<file path="config.mk">
export PLATFORM = sky130hd
export DESIGN_NAME = bsa_accum
export DESIGN_NICKNAME = d
export VERILOG_FILES = /design/src/rtl/bsa_pkg.sv /design/src/rtl/bsa_serial_adder.sv /design/src/rtl/bsa_frame_ctl.sv /design/src/rtl/bsa_ring.sv /design/src/rtl/bsa_accum.sv
export SDC_FILE = /design/constraint.sdc
export NUM_CORES = 1
export LEC_CHECK = 0
export BUFFER_PORTS_ARGS = -buffer_cell sky130_fd_sc_hd__buf_4
export CAP_MARGIN = 10
export CORE_AREA = 4 4 65 67
export CTS_CLUSTER_DIAMETER = 50
export CTS_CLUSTER_SIZE = 16
export DETAILED_ROUTE_END_ITERATION = 10
export DIE_AREA = 0 0 69 71
export GPL_TIMING_DRIVEN = 0
export PLACE_DENSITY_LB_ADDON = 0.25
export REMOVE_ABC_BUFFERS = 1
export SETUP_SLACK_MARGIN = 0.1
export SYNTH_ARGS = -nofsm -noshare
export SYNTH_HDL_FRONTEND = slang
export SYNTH_SLANG_ARGS = --single-unit
</file>
<file path="constraint.sdc">
create_clock -name clk -period 1.9 [get_ports clk]
set_clock_uncertainty 0.1 [all_clocks]
set_input_delay 0.19 -clock clk [delete_from_list [all_inputs] [get_ports clk]]
set_output_delay 0.19 -clock clk [all_outputs]
set_load 0.01 [all_outputs]
</file>
<file path="src/rtl/bsa_pkg.sv">
package bsa_pkg;

    typedef enum logic {
        CTL_IDLE = 1'b0,
        CTL_RUN  = 1'b1
    } ctl_mode_e;

    // Ring length for a product of two opw-bit operands plus two guard bits
    function automatic int frame_bits(input int opw);
        return 2 * opw + 2;
    endfunction

endpackage

</file>
<file path="src/rtl/bsa_serial_adder.sv">
module bsa_serial_adder (
    input  logic a_i,
    input  logic b_i,
    input  logic cin_i,
    output logic sum_o,
    output logic cout_o
);

    always_comb begin
        sum_o  = a_i ^ b_i ^ cin_i;
        cout_o = (a_i & b_i) | (a_i & cin_i) | (b_i & cin_i);
    end

endmodule

</file>
<file path="src/rtl/bsa_frame_ctl.sv">
module bsa_frame_ctl
    import bsa_pkg::*;
#(
    parameter int FRAME = 34
) (
    input  logic clk,
    input  logic rst_n,
    input  logic clr_i,
    input  logic fstart_i,
    output logic run_o,
    output logic first_o,
    output logic idle_o
);

    localparam int PW = (FRAME > 1) ? $clog2(FRAME) : 1;
    localparam logic [PW-1:0] LAST = PW'(FRAME - 1);

    typedef struct packed {
        ctl_mode_e     mode;
        logic [PW-1:0] ph;
    } ctl_st_t;

    ctl_st_t st_d, st_q;
    logic    start;

    always_comb begin
        start   = (st_q.mode == CTL_IDLE) && fstart_i;
        run_o   = start || (st_q.mode == CTL_RUN);
        first_o = start;
        idle_o  = (st_q.mode == CTL_IDLE);

        st_d = st_q;
        if (clr_i) begin
            st_d.mode = CTL_IDLE;
            st_d.ph   = '0;
        end else if (start) begin
            st_d.mode = CTL_RUN;
            st_d.ph   = PW'(1);
        end else if (st_q.mode == CTL_RUN) begin
            if (st_q.ph == LAST) begin
                st_d.mode = CTL_IDLE;
                st_d.ph   = '0;
            end else begin
                st_d.ph = st_q.ph + PW'(1);
            end
        end
    end

    always_ff @(posedge clk or negedge rst_n) begin
        if (!rst_n) begin
            st_q.mode <= CTL_IDLE;
            st_q.ph   <= '0;
        end else begin
            st_q <= st_d;
        end
    end

    // the phase never leaves the frame
    a_r2_phase_range: assert property (@(posedge clk) disable iff (!rst_n)
        st_q.ph <= LAST);

    // the last phase of a running frame returns to idle
    a_r2_frame_end: assert property (@(posedge clk) disable iff (!rst_n)
        (st_q.mode == CTL_RUN && st_q.ph == LAST && !clr_i) |=> (st_q.mode == CTL_IDLE));

    // a running frame only advances by one, a marker cannot restart it
    a_r6_no_restart: assert property (@(posedge clk) disable iff (!rst_n)
        (st_q.mode == CTL_RUN && !clr_i) |=>
            (st_q.mode == CTL_IDLE || st_q.ph == $past(st_q.ph) + PW'(1)));

    // clear returns the control to idle at phase zero
    a_r5_ctl_clear: assert property (@(posedge clk) disable iff (!rst_n)
        clr_i |=> (st_q.mode == CTL_IDLE && st_q.ph == '0));

endmodule

</file>
<file path="src/rtl/bsa_ring.sv">
module bsa_ring #(
    parameter int FRAME = 34
) (
    input  logic             clk,
    input  logic             rst_n,
    input  logic             clr_i,
    input  logic             shift_i,
    input  logic             sum_bit_i,
    output logic             head_o,
    output logic [FRAME-1:0] bits_o
);

    typedef struct packed {
        logic [FRAME-1:0] bits;
    } ring_st_t;

    ring_st_t ring_d, ring_q;

    always_comb begin
        ring_d = ring_q;
        if (clr_i) begin
            ring_d.bits = '0;
        end else if (shift_i) begin
            ring_d.bits = {sum_bit_i, ring_q.bits[FRAME-1:1]};
        end
        head_o = ring_q.bits[0];
        bits_o = ring_q.bits;
    end

    always_ff @(posedge clk or negedge rst_n) begin
        if (!rst_n) begin
            ring_q.bits <= '0;
        end else begin
            ring_q <= ring_d;
        end
    end

    // an idle ring holds its contents
    a_r7_idle_hold: assert property (@(posedge clk) disable iff (!rst_n)
        (!shift_i && !clr_i) |=> $stable(ring_q.bits));

    // clear empties the ring
    a_r5_ring_clear: assert property (@(posedge clk) disable iff (!rst_n)
        clr_i |=> (ring_q.bits == '0));

    // the sum bit lands at the tail one edge later, the rest moves one place toward the head
    a_r3_writeback: assert property (@(posedge clk) disable iff (!rst_n)
        (shift_i && !clr_i) |=>
            (ring_q.bits[FRAME-1] == $past(sum_bit_i) &&
             ring_q.bits[FRAME-2:0] == $past(ring_q.bits[FRAME-1:1])));

endmodule

</file>
<file path="src/rtl/bsa_accum.sv">
module bsa_accum
    import bsa_pkg::*;
#(
    parameter int OPW   = 16,
    parameter int FRAME = frame_bits(OPW)
) (
    input  logic             clk,
    input  logic             rst_n,
    input  logic             clr_i,
    input  logic             fstart_i,
    input  logic             din_i,
    output logic             ser_o,
    output logic [FRAME-1:0] total_o,
    output logic             total_vld_o
);

    typedef struct packed {
        logic carry;
    } acc_st_t;

    acc_st_t acc_d, acc_q;
    logic    run, first, idle;
    logic    head, cin, sum_bit, cout;

    bsa_frame_ctl #(.FRAME(FRAME)) u_ctl (
        .clk      (clk),
        .rst_n    (rst_n),
        .clr_i    (clr_i),
        .fstart_i (fstart_i),
        .run_o    (run),
        .first_o  (first),
        .idle_o   (idle)
    );

    bsa_serial_adder u_add (
        .a_i    (din_i),
        .b_i    (head),
        .cin_i  (cin),
        .sum_o  (sum_bit),
        .cout_o (cout)
    );

    bsa_ring #(.FRAME(FRAME)) u_ring (
        .clk       (clk),
        .rst_n     (rst_n),
        .clr_i     (clr_i),
        .shift_i   (run),
        .sum_bit_i (sum_bit),
        .head_o    (head),
        .bits_o    (total_o)
    );

    always_comb begin
        // Fresh carry on bit 0: no wrap from the previous frame's MSB
        cin   = first ? 1'b0 : acc_q.carry;
        acc_d = acc_q;
        if (clr_i) begin
            acc_d.carry = 1'b0;
        end else if (run) begin
            acc_d.carry = cout;
        end
        ser_o       = head;
        total_vld_o = idle;
    end

    always_ff @(posedge clk or negedge rst_n) begin
        if (!rst_n) begin
            acc_q.carry <= 1'b0;
        end else begin
            acc_q <= acc_d;
        end
    end

    // the first bit of a frame is added without any carry
    a_r4_fresh_carry: assert property (@(posedge clk) disable iff (!rst_n)
        (first && !clr_i) |=> (total_o[FRAME-1] == $past(din_i ^ ser_o)));

    // valid only drops when a frame is accepted
    a_r2_valid_fall: assert property (@(posedge clk) disable iff (!rst_n)
        $fell(total_vld_o) |-> $past(fstart_i && !clr_i));

    // clear wins over a start in the same cycle
    a_r5_clr_priority: assert property (@(posedge clk) disable iff (!rst_n)
        clr_i |=> total_vld_o);

endmodule

</file>
==> results.py <==
metrics = {
    "finish": {
        "syn_to_final_growth_pct": 24.4,
        "diodes": 0,
        "stdcell_count": 284,
        "final_cell_mix": "44 x nand2_1, 43 x buf_4, 42 x dfrtp_1",
        "final_area_mm2": 0.00236,
        "layout_commonest_cell": "nand2_1",
        "drive_above_1_share": 0.237,
        "nets": 243,
        "fillers": 353,
    },
    "clocking": {
        "clock_path_buffers": 2,
        "worstSkewPairLatency_ns": 0.29,
        "clkSlewWorstSetupHoldPaths_ns": 0.08,
        "tritoncts": "done",
        "cts_root_buffer": "clkbuf_8",
        "h-tree-depth": 2,
        "clock-sinks": 42,
        "numCtsBuffers": 5,
    },
    "worst_setup_path": {
        "crit_type": "flop to flop",
        "critPathArrivalTime_ns": 1.69,
        "crit_buf_inv": 1,
        "cp.required_ns": 2.00,
        "cpMostUsedCell": "nand2_1",
        "ff2ff_setup_slack_ns": 0.32,
        "path_cells": "inv_1 -> nand2_1 -> nand2_1 -> fa_1 -> o31ai_1",
        "rr_endpoint": "u_ring.bits_o[33]",
        "cp_max_fo": 4,
        "cpMaxStageDelayCell": "dfrtp_1",
        "startpoint_type": "flop",
        "critical_path.top_delay_family": "flip-flops",
        "cp-end-kind": "flop",
        "reg2regPathDepth": 5,
        "max_stage_delay_ns": 0.46,
        "r2r-start": "u_ctl.st_q[6]",
    },
    "synth": {
        "avgSynthCellArea_um2": 9.71,
        "synthDistinctLibCells": 23,
        "synth_seq_area_share": 0.555,
        "synthesis.area_mm2": 0.00189,
        "synth-seq-cells": 42,
        "ys_warn_count": 0,
        "syn_inst": 195,
    },
    "power_and_ir_drop": {
        "p_leak_nw": 1.08,
        "ir_worst_vdd_uv": 467,
        "p_per_area_mw_per_mm2": 724,
    },
    "place": {
        "port_buffers": 40,
        "globalplace.congestion": 0.769,
        "place_inst": 272,
        "hpwlAfterDp_um": 2210,
        "dpl_cell_area_mm2": 0.00221,
    },
    "sta": {
        "worstMarginPinSlew_ns": 0.514,
        "max_slew_margin": 0.658,
        "fin_crit_sh": 0.834,
        "hold-worst-slack_ns": 0.0844,
        "fin_setup_tns_ns": 0,
        "clock.fmax_mhz": 631,
        "finalMaxSlewViolations": 0,
        "finalCriticalPeriod_ns": 1.58,
        "setup_viol": 0,
        "hold_viol": 0,
        "rsz0062_at_grt": "no",
    },
    "floorplanning": {
        "fp.dieW_um": 69,
        "design.die.area_mm2": 0.00490,
        "chipHeight_um": 71,
        "rows": 22,
        "initial_core_util": 0.521,
        "io_pins": 41,
        "core-area_mm2": 0.00363,
    },
    "worst_hold_path": {
        "min_from": "fstart_i",
        "worstHoldPathType": "input port to flop",
        "holdPathEnd": "u_ctl.st_q[2]",
        "holdPathStages": 4,
    },
    "routing": {
        "dr.pass1.iters": 4,
        "vias": 1347,
        "vias_per_cell": 4.74,
        "post_drt_wl_per_cell_um": 12.1,
        "ant_nets": 0,
        "drt-total-wl_um": 3440,
        "drc": 0,
        "drtIter0Drc": 77,
    },
    "grt": {
        "antenna_found_initial": 0,
        "gr-total-overflow": 0,
        "grt_first_pass_wirelength_um": 5800,
        "grt_usage": 0.148,
        "grt_start_max_net_pins": 43,
        "first_global_vias": 1204,
    },
    "status": {
        "status": "complete, no violations",
    },
    "flow_run": {
        "maxCapViolations": 0,
    },
}
==> worst reg2reg max path, cell delays in order, from the launching register on <==
cell	delay [ns]
dfrtp_1	0.46
inv_1	0.09
nand2_1	0.11
nand2_1	0.08
fa_1	0.43
o31ai_1	0.23
==> state kept, by name (all words and copies together) (netlist names) <==
name           count
acc_q              1
u_ctl.st_q         7
u_ring.bits_o     34
==> synthesized netlist by cell type, drive strengths merged <==
library cell | number | share of area
nand2 | 44 | 0.087
nand3 | 2 | 0.0053
buf | 8 | 0.039
nor2 | 3 | 0.0059
nor3 | 3 | 0.014
inv | 4 | 0.0079
ha | 2 | 0.013
a21oi | 3 | 0.0079
nand2b | 33 | 0.11
o41ai | 1 | 0.0086
fa | 1 | 0.011
xnor2 | 2 | 0.0092
o21ai | 38 | 0.10
o22a | 1 | 0.0046
or2 | 1 | 0.0033
dfrtp | 42 | 0.55
clkbuf | 5 | 0.011
o31ai | 2 | 0.0079
==> layout make-up <==
class,instances,area [um^2],area share
multi-input cells,136,733,0.311
repair buffers,46,388,0.165
well taps,48,60.1,0.0255
flip-flops and latches,42,1050,0.446
inverters,4,15.0,0.00637
clock buffers,8,110,0.0467
==> per-layer routing <==
metal	vias up	global-route usage	part of all wire
met5	-	0	0
met4	0	0.0781	0.021
met3	8	0.0412	0.044
met2	22	0.210	0.44
met1	610	0.205	0.50
li1	707	-	-
==> worst max path at each step <==
stage,slack [ns],start,depth (start not counted),endpoint
6_report,0.32,u_ctl.st_q[6],5,u_ring.bits_o[33]
5_1_grt,0.16,u_ctl.st_q[6],5,u_ring.bits_o[33]
4_1_cts,0.15,u_ctl.st_q[6],5,u_ctl.st_q[3]
3_5_place_dp,0.09,clr_i,6,u_ctl.st_q[3]
3_3_place_gp,-0.93,clr_i,3,u_ring.bits_o[0]
2_1_floorplan,-0.36,u_ctl.st_q[6],4,u_ctl.st_q[3]
==> report_power, final <==
part	total, mW	switching, mW	internal, mW
logic	0.130	0.0745	0.0557
registers	0.915	0.0120	0.903
clock network	0.661	0.295	0.367
==> per-stage QoR <==
stage / power, mW / utilization / worst slack (ns)
after global placement: 1.04 / 0.594 / -0.933
after CTS: 1.72 / 0.643 / 0.149
final: 1.71 / 0.649 / 0.315
after detailed placement: 1.06 / 0.610 / 0.0915
after floorplan: 0.984 / - / -0.359
after global routing: 1.78 / 0.649 / 0.161
==> logic make-up (layout without fill, tap and decap cells) <==
kind of cell               after synthesis  count (layout)  share of synthesized area
adders and majority gates                3               3                     0.0238
AOI/OAI and AO/OA                       45              45                      0.129
and+or+nand+nor                         86              86                      0.225
DFF                                     42              42                      0.555
xor gates and xnor gates                 2               2                    0.00925
buffers and inverters                   17              58                     0.0581
==> repair_timing <==
item,in CTS,in global routing
pin swaps,1,1
resized for setup,0,0
endpoints found under the hold margin,42,0
buffers inserted,0,3
hold buffers,1,0
endpoints found under the setup margin,1,1
Power figures use the tool's default switching activity.
